<file path="src/rtl/uart_fifo_pkg.sv">
package uart_fifo_pkg;

    localparam int unsigned CFG_W = 8;
    localparam logic [CFG_W-1:0] CFG_KEEP = 8'hC9;
    localparam int unsigned TRIG_W = 5;

    typedef struct packed {
        logic [1:0] trig_code;
        logic [1:0] unused;
        logic       dma;
        logic       tx_clr;
        logic       rx_clr;
        logic       en;
    } fifo_cfg_t;

    typedef struct packed {
        logic rx;
        logic tx;
    } flush_t;

    function automatic logic [TRIG_W-1:0] trig_bytes(input logic [1:0] code);
        logic [TRIG_W-1:0] n;
        case (code)
            2'd0:    n = TRIG_W'(1);
            2'd1:    n = TRIG_W'(4);
            2'd2:    n = TRIG_W'(8);
            default: n = TRIG_W'(14);
        endcase
        return n;
    endfunction

endpackage

</file>
<file path="src/rtl/fifo_cfg_reg.sv">
module fifo_cfg_reg
    import uart_fifo_pkg::*;
(
    input  logic                 clk,
    input  logic                 rst,
    input  logic                 we,
    input  logic [CFG_W-1:0]     wdata,
    output fifo_cfg_t            cfg,
    output flush_t               flush,
    output logic [TRIG_W-1:0]    trig
);
    fifo_cfg_t wr_cfg;
    logic      toggle;

    assign wr_cfg = fifo_cfg_t'(wdata);
    assign toggle = wr_cfg.en ^ cfg.en;

    always_comb begin
        flush.rx = we & (toggle | wr_cfg.rx_clr);
        flush.tx = we & (toggle | wr_cfg.tx_clr);
    end

    always_ff @(posedge clk) begin
        if (rst) begin
            cfg <= '0;
        end else if (we) begin
            cfg <= fifo_cfg_t'(wdata & CFG_KEEP);
        end
    end

    assign trig = trig_bytes(cfg.trig_code);

    // the value after a write is the masked write data
    p_sticky_mask_r5: assert property (@(posedge clk) disable iff (rst)
        we |=> (cfg == fifo_cfg_t'($past(wdata) & CFG_KEEP)));

    // clear bits never survive into the stored value
    p_clr_self_r7: assert property (@(posedge clk) disable iff (rst)
        we |=> (!cfg.rx_clr && !cfg.tx_clr));

endmodule

</file>
<file path="src/rtl/byte_ring.sv">
module byte_ring #(
    parameter int unsigned DEPTH = 16,
    parameter int unsigned WIDTH = 8
) (
    input  logic                          clk,
    input  logic                          rst,
    input  logic                          clr,
    input  logic                          cap_one,
    input  logic                          push,
    input  logic [WIDTH-1:0]              push_data,
    input  logic                          pop,
    output logic [WIDTH-1:0]              pop_data,
    output logic [$clog2(DEPTH+1)-1:0]    count,
    output logic                          push_ok,
    output logic                          pop_ok,
    output logic                          overrun
);
    localparam int unsigned PW = (DEPTH > 1) ? $clog2(DEPTH) : 1;
    localparam int unsigned CW = $clog2(DEPTH+1);

    logic [WIDTH-1:0] mem [DEPTH];
    logic [PW-1:0]    head, tail;
    logic [CW-1:0]    cap;

    function automatic logic [PW-1:0] step(input logic [PW-1:0] p);
        return (p == PW'(DEPTH-1)) ? '0 : p + PW'(1);
    endfunction

    assign cap     = cap_one ? CW'(1) : CW'(DEPTH);
    assign pop_ok  = pop & (count != '0);
    assign push_ok = push & ((count < cap) | pop_ok);
    assign pop_data = (count != '0) ? mem[tail] : '0;

    always_ff @(posedge clk) begin
        if (rst || clr) begin
            head    <= '0;
            tail    <= '0;
            count   <= '0;
            overrun <= 1'b0;
        end else begin
            if (push_ok) head <= step(head);
            if (pop_ok)  tail <= step(tail);
            count   <= count + CW'(push_ok) - CW'(pop_ok);
            overrun <= push & ~push_ok;
        end
    end

    always_ff @(posedge clk) begin
        if (push_ok) mem[head] <= push_data;
    end

    // occupancy never exceeds the depth
    p_count_bound_r2: assert property (@(posedge clk) disable iff (rst)
        count <= CW'(DEPTH));

    // a dropped push leaves the occupancy unchanged
    p_drop_keeps_r3: assert property (@(posedge clk) disable iff (rst)
        (push && !push_ok && !pop_ok && !clr) |=> $stable(count));

    // the overflow flag lasts one cycle unless another drop follows
    p_ovr_pulse_r3: assert property (@(posedge clk) disable iff (rst)
        (overrun && !(push && !push_ok)) |=> !overrun);

    // popping an empty queue keeps it empty
    p_empty_pop_r4: assert property (@(posedge clk) disable iff (rst)
        (pop && count == '0 && !push) |=> (count == '0));

endmodule

</file>
<file path="src/rtl/rx_idle_timer.sv">
module rx_idle_timer #(
    parameter int unsigned CHARS = 4
) (
    input  logic clk,
    input  logic rst,
    input  logic cancel,
    input  logic restart,
    input  logic stop,
    input  logic clear_pend,
    input  logic tick,
    input  logic have_data,
    output logic pend
);
    localparam int unsigned TW = $clog2(CHARS+1);

    logic          armed;
    logic [TW-1:0] elapsed;

    always_ff @(posedge clk) begin
        if (rst || cancel) begin
            armed   <= 1'b0;
            elapsed <= '0;
            pend    <= 1'b0;
        end else begin
            if (clear_pend) pend <= 1'b0;
            if (restart) begin
                armed   <= 1'b1;
                elapsed <= '0;
            end else if (stop) begin
                armed   <= 1'b0;
                elapsed <= '0;
            end else if (armed && tick) begin
                if (elapsed == TW'(CHARS-1)) begin
                    armed   <= 1'b0;
                    elapsed <= '0;
                    if (have_data) pend <= 1'b1;
                end else begin
                    elapsed <= elapsed + TW'(1);
                end
            end
        end
    end

    // cancelling drops any pending indication
    p_cancel_drop_r12: assert property (@(posedge clk) disable iff (rst)
        cancel |=> !pend);

    // a host read clears the indication
    p_read_clears_r11: assert property (@(posedge clk) disable iff (rst)
        (clear_pend && !cancel) |=> !pend);

    // the indication only rises on a character tick
    p_rise_on_tick_r10: assert property (@(posedge clk) disable iff (rst)
        $rose(pend) |-> $past(tick));

endmodule

</file>
<file path="src/rtl/uart_fifo_ctrl.sv">
module uart_fifo_ctrl
    import uart_fifo_pkg::*;
#(
    parameter int unsigned DEPTH         = 16,
    parameter int unsigned TIMEOUT_CHARS = 4,
    parameter int unsigned CNT_W         = $clog2(DEPTH+1)
) (
    input  logic              clk,
    input  logic              rst,
    input  logic              cfg_we,
    input  logic [7:0]        cfg_wdata,
    output logic [7:0]        cfg_rdata,
    output logic              fifo_en,
    output logic              dma_mode,
    output logic [4:0]        trig_level,
    input  logic              rx_push,
    input  logic [7:0]        rx_push_data,
    output logic              rx_overrun,
    input  logic              host_rd,
    output logic [7:0]        host_rd_data,
    output logic [CNT_W-1:0]  rx_count,
    output logic              rx_ready,
    input  logic              host_wr,
    input  logic [7:0]        host_wr_data,
    output logic              tx_overrun,
    input  logic              tx_pop,
    output logic [7:0]        tx_pop_data,
    output logic [CNT_W-1:0]  tx_count,
    input  logic              char_tick,
    output logic              rx_timeout
);
    fifo_cfg_t cfg;
    flush_t    flush;
    logic      rx_push_ok, rx_pop_ok, tx_push_ok, tx_pop_ok;
    logic      tmr_restart, tmr_stop;

    fifo_cfg_reg u_cfg (
        .clk   (clk),
        .rst   (rst),
        .we    (cfg_we),
        .wdata (cfg_wdata),
        .cfg   (cfg),
        .flush (flush),
        .trig  (trig_level)
    );

    byte_ring #(.DEPTH(DEPTH), .WIDTH(8)) u_rx_q (
        .clk       (clk),
        .rst       (rst),
        .clr       (flush.rx),
        .cap_one   (~cfg.en),
        .push      (rx_push),
        .push_data (rx_push_data),
        .pop       (host_rd),
        .pop_data  (host_rd_data),
        .count     (rx_count),
        .push_ok   (rx_push_ok),
        .pop_ok    (rx_pop_ok),
        .overrun   (rx_overrun)
    );

    byte_ring #(.DEPTH(DEPTH), .WIDTH(8)) u_tx_q (
        .clk       (clk),
        .rst       (rst),
        .clr       (flush.tx),
        .cap_one   (~cfg.en),
        .push      (host_wr),
        .push_data (host_wr_data),
        .pop       (tx_pop),
        .pop_data  (tx_pop_data),
        .count     (tx_count),
        .push_ok   (tx_push_ok),
        .pop_ok    (tx_pop_ok),
        .overrun   (tx_overrun)
    );

    assign tmr_restart = cfg.en & (rx_push_ok | (rx_pop_ok & (rx_count > CNT_W'(1))));
    assign tmr_stop    = rx_pop_ok & (rx_count == CNT_W'(1)) & ~rx_push_ok;

    rx_idle_timer #(.CHARS(TIMEOUT_CHARS)) u_idle (
        .clk        (clk),
        .rst        (rst),
        .cancel     (flush.rx),
        .restart    (tmr_restart),
        .stop       (tmr_stop),
        .clear_pend (host_rd),
        .tick       (char_tick),
        .have_data  (rx_count != '0),
        .pend       (rx_timeout)
    );

    assign cfg_rdata = 8'(cfg);
    assign fifo_en   = cfg.en;
    assign dma_mode  = cfg.dma;
    assign rx_ready  = (rx_count != '0);

    // an enable change leaves both queues empty
    p_toggle_flush_r8: assert property (@(posedge clk) disable iff (rst)
        (cfg_we && (cfg_wdata[0] != fifo_en)) |=> (rx_count == '0 && tx_count == '0));

    // single-byte capacity while queueing is off
    p_cap_one_r9: assert property (@(posedge clk) disable iff (rst)
        !fifo_en |-> (rx_count <= CNT_W'(1) && tx_count <= CNT_W'(1)));

    // no idle indication while the receive queue is empty
    p_idle_needs_data_r10: assert property (@(posedge clk) disable iff (rst)
        (rx_timeout && !host_rd && !flush.rx) |-> rx_ready);

endmodule

</file>
<file path="config.mk">
export PLATFORM = sky130hd
export DESIGN_NAME = uart_fifo_ctrl
export DESIGN_NICKNAME = d
export VERILOG_FILES = /design/src/rtl/uart_fifo_pkg.sv /design/src/rtl/fifo_cfg_reg.sv /design/src/rtl/byte_ring.sv /design/src/rtl/rx_idle_timer.sv /design/src/rtl/uart_fifo_ctrl.sv
export SDC_FILE = /design/constraint.sdc
export NUM_CORES = 1
export LEC_CHECK = 0
export ABC_AREA = 1
export BUFFER_PORTS_ARGS = -buffer_cell sky130_fd_sc_hd__buf_4
export CAP_MARGIN = 20
export CORE_MARGIN = 1.5
export CORE_UTILIZATION = 33
export CTS_BUF_LIST = sky130_fd_sc_hd__clkbuf_16
export DETAILED_ROUTE_END_ITERATION = 8
export PLACE_DENSITY = 0.45
export SLEW_MARGIN = 20
export SYNTH_ARGS = -nofsm -noshare
export SYNTH_HDL_FRONTEND = slang
export SYNTH_SLANG_ARGS = --single-unit
</file>
<file path="constraint.sdc">
create_clock -name clk -period 7 [get_ports clk]
set_input_delay 0 -clock clk [delete_from_list [all_inputs] [get_ports clk]]
set_output_delay 0 -clock clk [all_outputs]
set_load 0.01 [all_outputs]
</file>
# After elaboration in Yosys (flattened, before gate mapping)
# Memories as Yosys holds them, arrays and structs flattened. A register that Yosys moved wholly into a read port is not among the register bits.
# Index checks and enable logic that the tools add are counted.
word_totals:
  ram_bits: 256
  input_bits: 32
  ff_bits: 37
  memories: 2
  elab_cells: 93
  latch_bits: 0
  mem_bits_ro: 0
mem_list:
  columns: ["memory", "words", "width", "read_ports", "rd_clocked_by_memory_dff", "wr", "line_no", "source"]
  rows:
  - ["u_rx_q.mem", 16, 8, 1, 1, 1, "byte_ring.sv:21", "logic [WIDTH-1:0] mem [DEPTH];"]
  - ["u_tx_q.mem", 16, 8, 1, 1, 1, "byte_ring.sv:21", null]
classes:
  n_addsub: 9
  eq_ne: 8
  div: 0
  n_mux: 27
  n_mul: 0
  bitwise_logic: 20
  magnitude_cmp: 3
  reduce_logical: 10
  shifts: 0
ops:
  columns: ["operator", "count"]
  rows:
  - ["$mux W4", 8]
  - ["$add A4 B1 Y4 const B", 4]
  - ["$eq A4 B4 Y1 const B", 4]
  - ["$mux W8", 2]
  - ["$mux W1", 14]
  - ["$and A1 B1 Y1", 12]
  - ["$pmux W4 S3", 1]
  - ["$add A5 B1 Y5", 2]
  - ["$lt A5 B5 Y1", 2]
  - ["$reduce_bool A5 Y1", 2]
  - ["$sub A5 B1 Y5", 2]
  - ["$reduce_bool A3 Y1", 2]
  - ["$eq A5 B1 Y1 const B", 1]
  - ["$gt A5 B1 Y1 const B", 1]
  - ["$mux W5", 1]
  - ["$or A1 B1 Y1", 5]
  - ["$add A3 B1 Y3 const B", 1]
  - ["$eq A3 B2 Y1 const B", 1]
  - ["$mux W3", 1]
  - ["$reduce_or A3 Y1", 1]
  - ["$eq A2 B1 Y1 const B", 1]
  - ["$eq A2 B2 Y1 const B", 1]
  - ["$logic_not A2 Y1", 1]
  - ["$logic_or A1 B1 Y1", 2]
  - ["4 further kinds", 5]

# Logic depth before layout (Yosys ltp)
# Gate-level depths: netlist (run 1).
depth:
  word_depth: 8
  mapped_depth: 16
  ltp_nobuf: 15

# Cells and area by module
# Synthesis (run 1) repeated with hierarchy kept, for this count alone.
hier_totals:
  hier_cells: 1392
  hier_area_um2: 13605.5
by_module_without_submodules:
  columns: ["mod", "instances", "area_per_inst_um2", "cells_per_inst", "seq_area_each_um2"]
  rows:
  - ["byte_ring at u_rx_q", 1, 6517.5, 650, 4204.0]
  - ["byte_ring at u_tx_q", 1, 6516.2, 650, 4204.0]
  - ["rx_idle_timer", 1, 252.7, 38, 100.1]
  - ["fifo_cfg_reg", 1, 241.5, 40, 80.1]
  - ["uart_fifo_ctrl", 1, 77.6, 14, 0.0]

# Worst setup path before layout (run 1)
# Ideal clock, no wire load.
synth_path:
  path_type: "flip-flop to flip-flop"
  start: "register, netlist name u_cfg.cfg[0]"
  end: "register u_tx_q.count[4]"
  slack_ps: 4320
  path_buffers: 1
  t_arrival_ps: 2616
  stages_incl_launch_ff: 17
  synth_period_minus_slack_ps: 2680
  setup_time_ps: 64
  path_cell_list: "dfxtp_1 inv_1 ha_1 nand3_1 a21oi_2 o21ai_4 nand2_4 buf_6 clkinv_4 ha_1 fa_1 a21oi_1 nor2_1 nor2_1 xor2_1 inv_1 nor2_1"
synth_via:
  elab_chain_len: 6
synth_rtl:
  columns: ["element", "line_no", "source"]
  rows:
  - ["$mux W5", "byte_ring.sv:29", "assign cap = cap_one ? CW'(1) : CW'(DEPTH);"]
  - ["$lt A5 B5 Y1", "byte_ring.sv:31", "assign push_ok = push & ((count < cap) | pop_ok);"]
  - ["$or A1 B1 Y1", "byte_ring.sv:31", null]
  - ["$and A1 B1 Y1", "byte_ring.sv:31", null]
  - ["named net tx_push_ok", "uart_fifo_ctrl.sv:34", "logic rx_push_ok, rx_pop_ok, tx_push_ok, tx_pop_ok;"]
  - ["$add A5 B1 Y5", "byte_ring.sv:43", "count <= count + CW'(push_ok) - CW'(pop_ok);"]
  - ["$sub A5 B1 Y5", "byte_ring.sv:43", null]
  - ["to (signal assigned)", "byte_ring.sv:43", null]
  - ["to (decl)", "byte_ring.sv:13", "output logic [$clog2(DEPTH+1)-1:0] count,"]
# The timed path passes the listed nets, and every way through them passes these cells.
# A chain may end at the register's enable or synchronous reset.

==> impl_metrics.tcl, run 1 <==
set metrics [dict create \
    min-delay-start "cfg_wdata[2]" \
    required_ns 7.00 \
    hold_viol 0 \
    hold_class "input port to flip-flop" \
    hold_slack_ns 0.0525 \
    clock_sinks 301 \
    dpl_cell_area_um2 13800 \
    synth_edf_count 256 \
    route.vias.total 8425 \
    whs_path_depth 4 \
    start_kind "flip-flop" \
    fin_crit_ns 3.09 \
    cts_tree "yes" \
    path_clk_slew_ns 0.06 \
    syn_area_per_cell_um2 11.2 \
    core-area_um2 38500 \
    total_power_mw 5.28 \
    h-tree-depth 2 \
    synth_cell_types 41 \
    clk_path_buf_depth 3 \
    post-place-cells 1693 \
    multi_input_area_um2 3620 \
    worst_slew_pin_slew_ns 1.01 \
    grt_pass1_wl_um 47500 \
    cts-root-buf "clkbuf_16" \
    seq_area_frac_synth_pct 66.9 \
    hold_end "u_tx_q.head[2]" \
    drt_first_pass_iters 5 \
    synth_top_area_cell "edfxtp_1" \
    routed_wl_um 31100 \
    grt_max_degree 73 \
    synth_area_um2 12800 \
    rrSetupSlack_ns 3.97 \
    routedWlPerCell_um 17.3 \
    setup_viol 0 \
    criticalPathCategory "flip-flop to output pin" \
    drive_above_1_share_pct 13.1 \
    grtUsageTotal_pct 15.5 \
    worst_slack_ns 3.91 \
    synth_top_area_share_pct 59.9 \
    gp_congestion 0.759 \
    cp_slowest_cell "inv_2" \
    crit_chain "buf_4 > inv_2 > o21ai_0 > o211ai_1 > nand3_1 > a21oi_1 > buf_4" \
    status "complete, no violations" \
    stdcell_area_um2 15400 \
    dp_hpwl_um 18000 \
    cp-end-kind "output pin" \
    start_util_pct 33.4 \
    gr-total-overflow 0 \
    die_x_um 200 \
    timing.critical_path.mode_cell "buf_4" \
    relSlewSlack_pct 32.5 \
    timing.final.crit_share_pct 44.1 \
    ys.flop_type "edfxtp_1" \
    rsz0062_at_grt "false" \
    ant_nets 0 \
    ys_warn_count 0 \
    nets 1312 \
    cts_buffers 36 \
    max_freq_mhz 324 \
    pre_cts_ws_ns 3.94 \
    cpLargestDelayFamily "buffers and inverters" \
    final_util_pct 39.9 \
    mostFrequentLayoutCells "256 x edfxtp_1, 185 x nand2_1, 141 x nor2_1" \
    cts_resized 0 \
    cp_max_fo 72 \
    diodes 0 \
    grt_pass1_vias 8031 \
    cp.arrival_ns 3.09 \
    cts_setup_buffers 0 \
    drv_cap 0 \
    slowest_delay_ns 0.62 \
    synthTopCellsByArea "edfxtp_1 60%, dfxtp_1 7.0%, nand2_1 5.4%, nand3_1 5.0%, nor2_1 4.1%" \
    fin_skew_ns 0.0286 \
    setup_tns_ns 0 \
    path_buf_inv 3 \
    worstSkewPairLatency_ns 0.55 \
    rows 72 \
    reg2reg_from "u_rx_q.count[3]" \
    die_h_um 200 \
    regArea_um2 8590 \
    r2r-end "u_rx_q.count[4]" \
    viasPerCell 4.70 \
    drc 0 \
    async_reset_ff_share_pct 0 \
    peakVddDrop_mv 0.170 \
    layout_commonest_cell "edfxtp_1" \
    first_iter_violations 479 \
    areaGrowthSynthToFinish_pct 19.7 \
    io_buffers 69 \
    ios 77 \
    final_cells 1792 \
    leakage_nw 5.61 \
    antenna_found_initial 0 \
    ff2ff_path_depth 12 \
    nFillCells 3721 \
    power.density_nw_per_um2 344 \
    ys_seq_elements 301 \
    slew_violations 0 \
    dieArea_um2 40100 \
    syn_inst 1146 \
    holdBufCountCts 35 \
]
-- synthesized netlist by cell type (2+ instances only) --
library cell / number
a21oi_1: 53
buf_1: 4
buf_2: 24
buf_4: 15
buf_6: 4
clkbuf_1: 17
dfxtp_1: 45
edfxtp_1: 256
fa_1: 2
ha_1: 30
inv_1: 69
inv_2: 4
nand2_1: 185
nand2_2: 5
nand3_1: 128
nand4_1: 2
nor2_1: 141
nor2_2: 3
nor3_1: 17
nor3_2: 2
nor3b_1: 3
o211ai_1: 26
o21a_1: 9
o21ai_0: 73
o21ai_1: 5
xor2_1: 9
-- logic make-up after synthesis --
kind of cell / count (synthesis) / share of synthesized area [%]
buf+inv: 138 / 4.98
xor+xnor: 10 / 0.683
flops: 301 / 66.9
compound gates: 173 / 7.73
simple gates: 491 / 16.4
other cells: 1 / 0.0292
fa+ha+maj: 32 / 3.24
-- worst reg2reg max path, stage by stage, from the launching register on --
cell	delay, ns
dfxtp_1	0.32
inv_1	0.13
ha_1	0.20
nand4_2	0.38
nand2_2	0.32
inv_1	0.11
ha_1	0.28
inv_1	0.04
ha_1	0.20
fa_1	0.41
a211o_1	0.32
o21ai_0	0.15
a21oi_1	0.05
-- sequential cells by signal, summed over array words and instances (netlist names), 3 cells and up, named ones only --
register	count
u_rx_q.mem	128
u_tx_q.mem	128
u_rx_q.count	5
u_tx_q.count	5
u_cfg.cfg	4
u_rx_q.head	4
u_rx_q.tail	4
u_tx_q.head	4
u_tx_q.tail	4
u_idle.elapsed	3
-- cell type report --
type | count | share of cell area [%]
flip-flops and latches | 301 | 55.9
multi-input cells | 711 | 23.6
repair buffers | 124 | 6.63
clock buffers | 37 | 6.03
well taps | 518 | 4.22
inverters | 74 | 1.84
clock inverters | 27 | 1.78
-- power by group --
group | internal (mW) | switching, mW | total [mW]
registers | 2.04 | 0.0482 | 2.09
clock network | 1.15 | 0.760 | 1.91
logic | 0.470 | 0.812 | 1.28
total | 3.66 | 1.62 | 5.28
-- how the worst max path moves through the flow --
stage	from	end	slack [ns]	depth (start not counted)
finish	flip-flop	tx_pop_data[2]	3.91	7
global route	flip-flop	tx_pop_data[1]	3.63	7
CTS	flip-flop	tx_pop_data[1]	3.76	7
detailed placement	u_rx_q.count[3]	u_rx_q.count[4]	3.94	12
global placement	u_rx_q.count[3]	u_rx_q.count[4]	3.91	12
floorplan	u_cfg.cfg[0]	u_tx_q.count[4]	4.32	16
-- layer usage --
layer  GRT usage [%]  up-vias  share of wire, %
li1                -     4187                 -
met1            20.9     4033                45
met2            25.1      152                48
met3            2.31       53               4.1
met4            6.17        0               2.9
met5               0        -                 0
Power figures use the tool's default switching activity.
==> run 2, diff against run 1 <==
--- a/config.mk
+++ b/config.mk
@@ -5,14 +5,14 @@
 export SDC_FILE = /design/constraint.sdc
 export NUM_CORES = 1
 export LEC_CHECK = 0
-export ABC_AREA = 1
+export ABC_AREA = 0
 export BUFFER_PORTS_ARGS = -buffer_cell sky130_fd_sc_hd__buf_4
 export CAP_MARGIN = 20
 export CORE_MARGIN = 1.5
 export CORE_UTILIZATION = 33
 export CTS_BUF_LIST = sky130_fd_sc_hd__clkbuf_16
 export DETAILED_ROUTE_END_ITERATION = 8
-export PLACE_DENSITY = 0.45
+export PLACE_DENSITY = 0.46
 export SLEW_MARGIN = 20
 export SYNTH_ARGS = -nofsm -noshare
 export SYNTH_HDL_FRONTEND = slang
==> constraint.sdc (replaced) <==
create_clock -name clk -period 2.7 [get_ports clk]
set_input_delay 0 -clock clk [delete_from_list [all_inputs] [get_ports clk]]
set_output_delay 0 -clock clk [all_outputs]
set_load 0.01 [all_outputs]
==> run 2 against run 1 <==
  * Worst hold slack worse by 0.013 ns
  * Flip-flop and latch count stayed put
  * Worst setup slack lost 3.9 ns
  * Synthesized cell count is 38% lower
  * Power up 140%
  * Core utilization is 1.9 points higher
  * Sequential share of layout area is 0.23 points lower
  * Clock skew down 0.0089 ns
  * Highest routed layer unchanged
==> impl_metrics.tcl, run 2 <==
set metrics [dict create \
    status "complete, no violations" \
    reg2reg_from "u_rx_q.count[3]" \
    synth_cell_types 62 \
    drc 0 \
    grt_pass1_wl_um 41600 \
    grtUsageTotal_pct 14.1 \
    nFillCells 3324 \
    ant_nets 0 \
    worst_slack_ns 0.0223 \
    ios 77 \
    diodes 0 \
    synth-adder-area-share_pct 3.34 \
    cts_tree "yes" \
    cp_slowest_cell "or4b_4" \
    h-tree-depth 2 \
    drt_first_pass_iters 6 \
    syn_inst 715 \
    yosysMostFrequentCell "edfxtp_1" \
    hold_viol 0 \
    cts-root-buf "clkbuf_16" \
    timing.critical_path.mode_cell "ha_4" \
    timing.final.crit_share_pct 99.2 \
    synth_area_um2 12400 \
    async_reset_ff_share_pct 0 \
    crit_chain "inv_2 > ha_4 > or4b_4 > nand2_8 > inv_6 > ha_4 > inv_2 > ha_4 > fa_2 > nand2b_1 > a21oi_2 > or3_1 > a21oi_2" \
    ff2ff_path_depth 13 \
    die_x_um 197 \
    mostFrequentLayoutCells "256 x edfxtp_1, 129 x buf_4, 62 x mux4_2" \
    worstSkewPairLatency_ns 0.51 \
    criticalPathCategory "flip-flop to flip-flop" \
    top_usage_layer "met2" \
    multi_input_area_um2 3650 \
    syn_area_per_cell_um2 17.4 \
    seq_area_frac_synth_pct 69.0 \
    relSlewSlack_pct 42.0 \
    grt_pass1_vias 7199 \
    routedWlPerCell_um 19.1 \
    synth_top_family_by_area "multiplexers" \
    drv_cap 0 \
    path_clk_slew_ns 0.06 \
    ys_seq_elements 301 \
    synth_top_area_cell "edfxtp_1" \
    cp_max_fo 4 \
    min-delay-start "cfg_wdata[1]" \
    post-place-cells 1306 \
    rrSetupSlack_ns 0.02 \
    dp_hpwl_um 17600 \
    largestRegisters "u_rx_q.mem: 128 flops, u_tx_q.mem: 128 flops" \
    r2r-end "u_rx_q.count[4]" \
    hold_class "input port to flip-flop" \
    use_met1_pct 18.5 \
    leakage_nw 5.42 \
    clk_path_buf_depth 3 \
    synth-simple-area-share_pct 5.75 \
    hold_end "u_rx_q.count[4]" \
    start_util_pct 33.7 \
    synth_top_area_share_pct 61.8 \
    core-area_um2 36900 \
    synth_compound_area_share_pct 3.88 \
    synthTopCellsByArea "edfxtp_1 62%, mux4_2 11%, dfxtp_1 7.2%, mux2i_1 3.4%, ha_1 3.0%" \
    total_power_mw 12.7 \
    start_kind "flip-flop" \
    final_cells 1408 \
    regArea_um2 8600 \
    rsz0062_at_grt "true" \
    gr-total-overflow 0 \
    rows 70 \
    max_freq_mhz 373 \
    routed_wl_um 26900 \
    cp-end-kind "flip-flop" \
    areaGrowthSynthToFinish_pct 24.0 \
    required_ns 3.14 \
    peakVddDrop_mv 0.354 \
    setup_tns_ns 0 \
    fin_crit_ns 2.68 \
    synth_edf_count 256 \
    viasPerCell 4.88 \
    die_h_um 197 \
    clock_sinks 301 \
    synth_mux_area_share_pct 14.6 \
    cp.arrival_ns 3.12 \
    io_buffers 69 \
    drive_above_1_share_pct 31.0 \
    synth_common_cells "256 x edfxtp_1, 62 x mux4_2, 45 x dfxtp_1" \
    gp_congestion 0.756 \
    whs_path_depth 5 \
    synth-xor-area-share_pct 0.633 \
    met2_usage_pct 24.1 \
    ys.flop_type "edfxtp_1" \
    fin_skew_ns 0.0197 \
    grt_max_degree 33 \
    cts_buffers 35 \
    route.vias.total 6864 \
    antenna_found_initial 0 \
    slew_violations 0 \
    nets 943 \
    grt_util_met3_pct 2.24 \
    slowest_delay_ns 0.50 \
    setup_viol 0 \
    power.density_nw_per_um2 825 \
    ys_warn_count 0 \
    dieArea_um2 38900 \
    layout_commonest_cell "edfxtp_1" \
    worst_slew_pin_slew_ns 0.868 \
    first_iter_violations 309 \
    pre_cts_ws_ns -0.161 \
]
## run 2: cell count changes in the layout (fill, tap and decap cells not counted), sizes merged, moves of 13 or more
cell    previous run  this run
a21oi             55        21
and3               0        13
buf               89       130
inv               77        40
mux2i              0        42
mux4               0        62
nand2            191        21
nand3            128        16
nor2             144        20
o211ai            26         6
o21ai             80         8
o22ai              0        16
## run 2: stage by stage
step	cell area, um^2	hold slack [ns]	utilization, %
finish	15400	0.0393	41.9
global route	15400	0.0526	41.9
CTS	15300	0.0113	41.6
detailed placement	13900	0.253	37.6
global placement	13900	0.238	37.6
floorplan	12500	0.0989	-
## run 2: power by group
| part | internal [mW] | switching (mW) | leakage, nW | total (mW) |
|---|---|---|---|---|
| sequential | 5.27 | 0.161 | 2.68 | 5.43 |
| clock | 2.61 | 1.79 | 0.559 | 4.40 |
| combinational | 1.44 | 1.47 | 2.18 | 2.91 |
## run 2: kinds of logic after synthesis
family,count (synthesis)
AOI/OAI and AO/OA,72
xor gates and xnor gates,9
adders and majority gates,32
buffers and inverters,74
DFF,301
muxes,104
other,1
and+or+nand+nor,122
## run 2: worst max path at each step
stage	startpoint	to	slack, ns
floorplan	u_rx_q.count[1]	u_rx_q.mem[0][0]	-0.20
finish	u_rx_q.count[3]	u_rx_q.count[4]	0.02
detailed placement	u_rx_q.count[2]	u_rx_q.count[4]	-0.16
global route	u_rx_q.count[3]	u_rx_q.count[4]	-0.04
global placement	u_rx_q.count[2]	u_rx_q.count[4]	-0.08
CTS	u_rx_q.count[2]	u_rx_q.count[4]	-0.01
## run 2: critical path: cells and delay by family, from the launching register on
kind | cells | cell delay, ns
AO/OA/AOI/OAI | 2 | 0.17
adder cells (fa/ha/maj) | 4 | 0.90
buffers and inverters | 3 | 0.16
flip-flops | 1 | 0.32
AND/OR/NAND/NOR | 4 | 1.07
## run 2: final cells by class
type	instances	area share (%)
inverters	31	0.786
clock buffers	36	5.84
flip-flops and latches	301	55.7
multi-input cells	344	23.7
well taps	504	4.09
repair buffers	166	8.74
clock inverters	26	1.18
## run 2: layer usage
layer	vias up	routed length (um)
met5	-	0
met4	0	516
met3	40	933
met2	142	13400
met1	3521	12000
li1	3161	-
## run 2: timing repair
action	4_1_cts	5_1_grt
resized for setup	9	19
pin swaps	2	11
endpoints found under the hold margin	283	0
setup buffers	0	4
hold buffers	36	0
setup endpoints to repair	4	10
